[config.mk]
export PLATFORM = sky130hd
export DESIGN_NAME = wbuf_bypass
export DESIGN_NICKNAME = d
export VERILOG_FILES = /design/src/rtl/wbuf_pkg.sv /design/src/rtl/wbuf_store.sv /design/src/rtl/wbuf_rd_ctrl.sv /design/src/rtl/wbuf_bypass.sv
export SDC_FILE = /design/constraint.sdc
export NUM_CORES = 1
export LEC_CHECK = 0
export BUFFER_PORTS_ARGS = -buffer_cell sky130_fd_sc_hd__buf_2
export CAP_MARGIN = 20
export CORE_MARGIN = 10
export CORE_UTILIZATION = 33
export DETAILED_ROUTE_END_ITERATION = 10
export SYNTH_ARGS = -nofsm -noshare
export SYNTH_HDL_FRONTEND = slang
export SYNTH_SLANG_ARGS = --single-unit
[constraint.sdc]
create_clock -name clk_i -period 8.5 [get_ports clk_i]
set_input_delay 0.85 -clock clk_i [delete_from_list [all_inputs] [get_ports clk_i]]
set_output_delay 0.85 -clock clk_i [all_outputs]
set_load 0.005 [all_outputs]
[src/rtl/wbuf_pkg.sv]
package wbuf_pkg;
  typedef enum logic [1:0] {
    RD_IDLE  = 2'd0,
    RD_ISSUE = 2'd1,
    RD_WAIT  = 2'd2
  } rd_state_e;
endpackage

[src/rtl/wbuf_store.sv]
module wbuf_store #(
  parameter int AW    = 32,
  parameter int DW    = 32,
  parameter int DEPTH = 4
) (
  input  logic          clk_i,
  input  logic          rst_ni,
  input  logic          push_i,
  input  logic [AW-1:0] push_addr_i,
  input  logic [DW-1:0] push_data_i,
  input  logic          head_lock_i,
  input  logic          pop_i,
  input  logic [AW-1:0] look_addr_i,
  output logic          full_o,
  output logic          empty_o,
  output logic [AW-1:0] head_addr_o,
  output logic [DW-1:0] head_data_o,
  output logic          look_hit_o,
  output logic [DW-1:0] look_data_o
);
  localparam int PW = (DEPTH > 1) ? $clog2(DEPTH) : 1;
  localparam int CW = $clog2(DEPTH + 1);

  logic [AW-1:0]    addr_q [DEPTH];
  logic [DW-1:0]    data_q [DEPTH];
  logic [DEPTH-1:0] vld_q;
  logic [PW-1:0]    head_q, tail_q;
  logic [CW-1:0]    cnt_q;

  logic             merge_hit;
  logic [PW-1:0]    merge_idx;
  logic             push_new;

  function automatic logic [PW-1:0] ptr_inc(input logic [PW-1:0] p);
    return (p == PW'(DEPTH - 1)) ? '0 : p + 1'b1;
  endfunction

  // walk entries oldest to youngest; later matches override earlier ones
  always_comb begin
    logic [PW-1:0] j;
    look_hit_o  = 1'b0;
    look_data_o = '0;
    merge_hit   = 1'b0;
    merge_idx   = '0;
    for (int k = 0; k < DEPTH; k++) begin
      j = PW'((int'(head_q) + k) % DEPTH);
      if (vld_q[j] && addr_q[j] == look_addr_i) begin
        look_hit_o  = 1'b1;
        look_data_o = data_q[j];
      end
      if (vld_q[j] && addr_q[j] == push_addr_i && !(k == 0 && head_lock_i)) begin
        merge_hit = 1'b1;
        merge_idx = j;
      end
    end
  end

  assign push_new    = push_i && !merge_hit;
  assign full_o      = (cnt_q == CW'(DEPTH));
  assign empty_o     = (cnt_q == '0);
  assign head_addr_o = addr_q[head_q];
  assign head_data_o = data_q[head_q];

  always_ff @(posedge clk_i or negedge rst_ni) begin
    if (!rst_ni) begin
      head_q <= '0;
      tail_q <= '0;
      cnt_q  <= '0;
      vld_q  <= '0;
    end else begin
      if (pop_i) begin
        vld_q[head_q] <= 1'b0;
        head_q        <= ptr_inc(head_q);
      end
      if (push_new) begin
        vld_q[tail_q] <= 1'b1;
        tail_q        <= ptr_inc(tail_q);
      end
      cnt_q <= cnt_q + CW'(push_new) - CW'(pop_i);
    end
  end

  always_ff @(posedge clk_i) begin
    if (push_i) begin
      if (merge_hit) begin
        data_q[merge_idx] <= push_data_i;
      end else begin
        addr_q[tail_q] <= push_addr_i;
        data_q[tail_q] <= push_data_i;
      end
    end
  end
endmodule

[src/rtl/wbuf_rd_ctrl.sv]
module wbuf_rd_ctrl
  import wbuf_pkg::*;
#(
  parameter int AW = 32,
  parameter int DW = 32
) (
  input  logic          clk_i,
  input  logic          rst_ni,
  input  logic          rd_valid_i,
  input  logic [AW-1:0] rd_addr_i,
  output logic          rd_ready_o,
  input  logic          look_hit_i,
  input  logic [DW-1:0] look_data_i,
  output logic          mreq_valid_o,
  output logic [AW-1:0] mreq_addr_o,
  input  logic          mreq_ready_i,
  input  logic          mrsp_valid_i,
  input  logic [DW-1:0] mrsp_data_i,
  output logic          rsp_valid_o,
  output logic [DW-1:0] rsp_data_o
);
  rd_state_e     state_q;
  logic [AW-1:0] addr_q;
  logic          rsp_valid_q;
  logic [DW-1:0] rsp_data_q;

  always_ff @(posedge clk_i or negedge rst_ni) begin
    if (!rst_ni) begin
      state_q     <= RD_IDLE;
      addr_q      <= '0;
      rsp_valid_q <= 1'b0;
      rsp_data_q  <= '0;
    end else begin
      rsp_valid_q <= 1'b0;
      unique case (state_q)
        RD_IDLE: if (rd_valid_i) begin
          if (look_hit_i) begin
            rsp_valid_q <= 1'b1;
            rsp_data_q  <= look_data_i;
          end else begin
            addr_q  <= rd_addr_i;
            state_q <= RD_ISSUE;
          end
        end
        RD_ISSUE: if (mreq_ready_i) state_q <= RD_WAIT;
        RD_WAIT: if (mrsp_valid_i) begin
          rsp_valid_q <= 1'b1;
          rsp_data_q  <= mrsp_data_i;
          state_q     <= RD_IDLE;
        end
        default: state_q <= RD_IDLE;
      endcase
    end
  end

  assign rd_ready_o   = (state_q == RD_IDLE);
  assign mreq_valid_o = (state_q == RD_ISSUE);
  assign mreq_addr_o  = addr_q;
  assign rsp_valid_o  = rsp_valid_q;
  assign rsp_data_o   = rsp_data_q;
endmodule

[src/rtl/wbuf_bypass.sv]
module wbuf_bypass #(
  parameter int AW    = 32,
  parameter int DW    = 32,
  parameter int DEPTH = 4
) (
  input  logic          clk_i,
  input  logic          rst_ni,
  input  logic          wr_valid_i,
  output logic          wr_ready_o,
  input  logic [AW-1:0] wr_addr_i,
  input  logic [DW-1:0] wr_data_i,
  input  logic          rd_valid_i,
  output logic          rd_ready_o,
  input  logic [AW-1:0] rd_addr_i,
  output logic          rsp_valid_o,
  output logic [DW-1:0] rsp_data_o,
  output logic          mem_req_valid_o,
  input  logic          mem_req_ready_i,
  output logic          mem_req_we_o,
  output logic [AW-1:0] mem_req_addr_o,
  output logic [DW-1:0] mem_req_wdata_o,
  input  logic          mem_rsp_valid_i,
  input  logic [DW-1:0] mem_rsp_data_i
);
  logic          full, empty, push, pop, drain_valid;
  logic [AW-1:0] head_addr, rd_maddr;
  logic [DW-1:0] head_data, look_data;
  logic          look_hit, rd_mvalid;

  assign push        = wr_valid_i && !full;
  assign wr_ready_o  = !full;
  // reads own the memory port from request until response
  assign drain_valid = !empty && rd_ready_o && !rd_valid_i;
  assign pop         = drain_valid && mem_req_ready_i;

  wbuf_store #(.AW(AW), .DW(DW), .DEPTH(DEPTH)) u_store (
    .clk_i       (clk_i),
    .rst_ni      (rst_ni),
    .push_i      (push),
    .push_addr_i (wr_addr_i),
    .push_data_i (wr_data_i),
    .head_lock_i (drain_valid),
    .pop_i       (pop),
    .look_addr_i (rd_addr_i),
    .full_o      (full),
    .empty_o     (empty),
    .head_addr_o (head_addr),
    .head_data_o (head_data),
    .look_hit_o  (look_hit),
    .look_data_o (look_data)
  );

  wbuf_rd_ctrl #(.AW(AW), .DW(DW)) u_rd (
    .clk_i        (clk_i),
    .rst_ni       (rst_ni),
    .rd_valid_i   (rd_valid_i),
    .rd_addr_i    (rd_addr_i),
    .rd_ready_o   (rd_ready_o),
    .look_hit_i   (look_hit),
    .look_data_i  (look_data),
    .mreq_valid_o (rd_mvalid),
    .mreq_addr_o  (rd_maddr),
    .mreq_ready_i (mem_req_ready_i),
    .mrsp_valid_i (mem_rsp_valid_i),
    .mrsp_data_i  (mem_rsp_data_i),
    .rsp_valid_o  (rsp_valid_o),
    .rsp_data_o   (rsp_data_o)
  );

  assign mem_req_valid_o = rd_mvalid || drain_valid;
  assign mem_req_we_o    = drain_valid;
  assign mem_req_addr_o  = rd_mvalid ? rd_maddr : head_addr;
  assign mem_req_wdata_o = head_data;
endmodule

==> results.yml <==
floorplan:
  die_w_um: 283
  die_h_um: 283
  start_util_pct: 33.3
  pin_count: 235
  fp-row-count: 96
  die_area_um2: 79900
  design.core.area_um2: 68500
worst_setup_path:
  cp_common_cell: "buf_4"
  cp-start-kind: "register"
  cp_cell_sequence: "inv_2, ha_4, buf_4, mux4_2, xnor2_1, nand4_1, nor4_2, nand3_2, buf_4, nand3b_1, buf_4, nor2_1, a211oi_1, mux2_4"
  cp_data_required_time_ns: 8.98
  path_max_fanout: 47
  cp_slowest_stage_delay_ns: 0.95
  critPathKind: "reg2reg"
  end_kind: "register"
  critPathBufInv: 4
  path_delay_family: "simple AND/OR/NAND/NOR gates"
  critPathSlowestCell: "dfrtp_4"
  arrival_ns: 7.06
timing:
  rsz0062_at_grt: "false"
  setup-tns-final_ns: 0
  setup_viol: 0
  report.final.hold_viol_count: 0
  worst_pin_slew_ns: 1.09
  clock.fmax_ghz: 0.152
  finalCriticalPeriod_ns: 6.58
  slew_headroom_pct: 27.2
  fin_skew_ns: 0.0255
  finalCritPeriodShare_pct: 77.4
  maxSlewViolCount: 0
final_layout:
  finalNetCount: 1861
  final_layout_size_suffix_gt1_share_pct: 40.2
  n_fill_cell: 6421
  area_delta_synth_final_pct: 13.4
  stdcell_count: 2634
routing:
  antenna_left: 0
  wl_per_cell_um: 28.5
  drc: 0
  vias: 15667
  firstDrtPassIters: 5
  post_drt_via_cell_ratio: 5.95
  drt_wl_total_mm: 75.0
  drt_iter0_markers: 1296
clock_tree:
  cts_hold_buf: 0
  cts_buffers: 38
  htree_levels: 2
  clkTransAtPathRegs_ns: 0.06
  cts_resized: 0
  clockBufferDepth: 3
  clock_latency_ns: 0.56
  cts_root_buffer: "clkbuf_16"
  cts_num_sinks: 334
  cts_setup_buffers: 0
  cts_tree: "built"
placement:
  numPortBuffers: 234
  place_congestion: 0.979
  dpl.hpwl_mm: 53.5
  dp_cells: 2558
synthesis:
  synthMuxAreaShare_pct: 32.9
  synth_area_per_cell_um2: 14.5
  synth_edf_count: 256
  synth_flop_cell: "edfxtp_1"
  syn_nets: 1719
  synthSimpleGateAreaFrac_pct: 5.68
  yosysTopAreaCell: "edfxtp_1"
  synth_top_family_by_area: "multiplexers"
  synth_fa_ha_area_share_pct: 0.582
  synth_top_cells_by_area: "edfxtp_1 34%, mux4_2 26%, xnor2_1 8.7%"
  yosysSeqAreaShare_pct: 42.3
  synth_seq_cells: 334
  ys_async_sr_fraction_pct: 23.4
  synthTopCellsByCount: "259 x mux4_2, 256 x edfxtp_1, 227 x xnor2_1, 78 x dfrtp_1, 76 x mux2_2"
  synth_most_common_cell: "mux4_2"
  synth_warnings: 0
  synth_xor_area_share_pct: 9.38
  synthCells: 1575
  yosysUniqueCellTypes: 61
  netlist_area_um2: 22800
  yosysTopAreaCellShare_pct: 33.7
  synth_compound_area_share_pct: 5.20
global_route:
  grt.total_usage_pct: 18.3
  antenna_found_initial: 24
  grt_overflow_total: 0
  grt_pass1_vias: 15579
  grt_max_degree: 98
  grt_pass1_wl_mm: 108
worst_hold_path:
  hp-class: "in2async"
pwr:
  p_per_area_nw_per_um2: 400
  vdd_drop_max_uv: 224
  p_leak_nw: 8.72
flow_run:
  drv_cap: 0
status:
  status: "completed"
[kinds of logic (layout without fill, tap and decap cells)]
group,after synthesis,after routing
compound gates,160,160
xor+xnor,244,244
fa+ha+maj,10,10
buf+inv,180,351
flops,334,334
mux,404,404
other cells,0,6
simple gates,243,243
[layout make-up]
type / count / area (µm²) / area share, %
flip-flops and latches: 334 / 9650 / 37.3
repair buffers: 259 / 1390 / 5.37
multi-input cells: 1061 / 12300 / 47.6
clock inverters: 21 / 288 / 1.11
diodes: 6 / 15.0 / 0.0581
inverters: 23 / 86.3 / 0.334
clock buffers: 48 / 1020 / 3.95
well taps: 882 / 1100 / 4.27
[worst reg2reg max path, delay by kind of cell, from the launching register on]
kind | cells | cell delay (ns)
AOI/OAI and AO/OA | 1 | 0.21
xor gates and xnor gates | 1 | 0.27
adders and majority gates | 1 | 0.90
buffers and inverters | 4 | 1.60
DFF | 1 | 0.95
muxes | 2 | 0.54
and+or+nand+nor | 5 | 2.05
[final timing paths]
kind / start / to / slack (ns) / cells past startpoint
min reg2reg: u_rd.rsp_data_o[21]$_DFFE_PN0P_ / u_rd.rsp_data_o[21]$_DFFE_PN0P_ / 0.49 / 1
min in group clk_i: u_rd.rsp_data_o[21]$_DFFE_PN0P_ / u_rd.rsp_data_o[21]$_DFFE_PN0P_ / 0.49 / 1
max reg2reg: u_store.head_q[0]$_DFFE_PN0P_ / u_rd.rsp_data_o[27]$_DFFE_PN0P_ / 1.92 / 14
max in group asynchronous: rst_ni / u_store.head_q[0]$_DFFE_PN0P_ / 6.98 / 2
min: rst_ni / u_rd.mreq_addr_o[5]$_DFFE_PN0P_ / 0.23 / 1
max: u_store.head_q[0]$_DFFE_PN0P_ / u_rd.rsp_data_o[27]$_DFFE_PN0P_ / 1.92 / 14
[through the flow]
step                power (mW)  cell area [µm²]  utilization (%)  setup WS [ns]  hold slack (ns)
floorplan                 6.95            22800                -           1.62            0.475
global placement          8.54            24500             35.8           2.04            0.472
detailed placement        8.59            24500             35.8           1.88            0.480
CTS                       10.4            25800             37.7           1.87            0.242
global route              10.9            25800             37.7           1.51            0.266
finish                    10.3            25800             37.7           1.92            0.225
[cells in the final DEF, fill, tap and decap left out, types with 12 or more instances in the layout]
| master | count |
|---|---|
| buf_2 | 233 |
| a211oi_1 | 64 |
| mux2_4 | 19 |
| xnor2_1 | 227 |
| xor2_1 | 17 |
| inv_1 | 20 |
| clkbuf_16 | 39 |
| buf_4 | 24 |
| mux2i_1 | 40 |
| nor2_1 | 45 |
| mux4_2 | 259 |
| edfxtp_1 | 256 |
| nand4_1 | 49 |
| o22ai_1 | 34 |
| dfrtp_1 | 76 |
| mux2_2 | 76 |
| nand2_1 | 52 |
| nor2b_1 | 32 |
| nand3_1 | 12 |
[flip-flops by register name, summed over array words and instances, names as in the netlist]
| register | count |
|---|---|
| u_rd.mreq_addr_o | 32 |
| u_rd.rsp_data_o | 32 |
| u_rd.rsp_valid_o | 1 |
| u_rd.state_q | 2 |
| u_store.addr_q | 128 |
| u_store.cnt_q | 3 |
| u_store.data_q | 128 |
| u_store.head_q | 2 |
| u_store.tail_q | 2 |
| u_store.vld_q | 4 |
[routing by layer]
layer  vias up  track usage, %  part of all wire (%)
met3       142            4.42                   8.5
met5         -               0                  0.21
li1       6576               -                     -
met4        26            5.92                   3.2
met2       697            30.5                    49
met1      8226            23.0                    39
[power breakdown]
| part | switching, mW | total, mW | leakage (nW) | internal [mW] |
|---|---|---|---|---|
| sequential | 0.358 | 2.51 | 3.31 | 2.16 |
| combinational | 3.13 | 6.09 | 4.77 | 2.95 |
| clock | 0.695 | 1.74 | 0.637 | 1.04 |
Power figures use the tool's default switching activity.
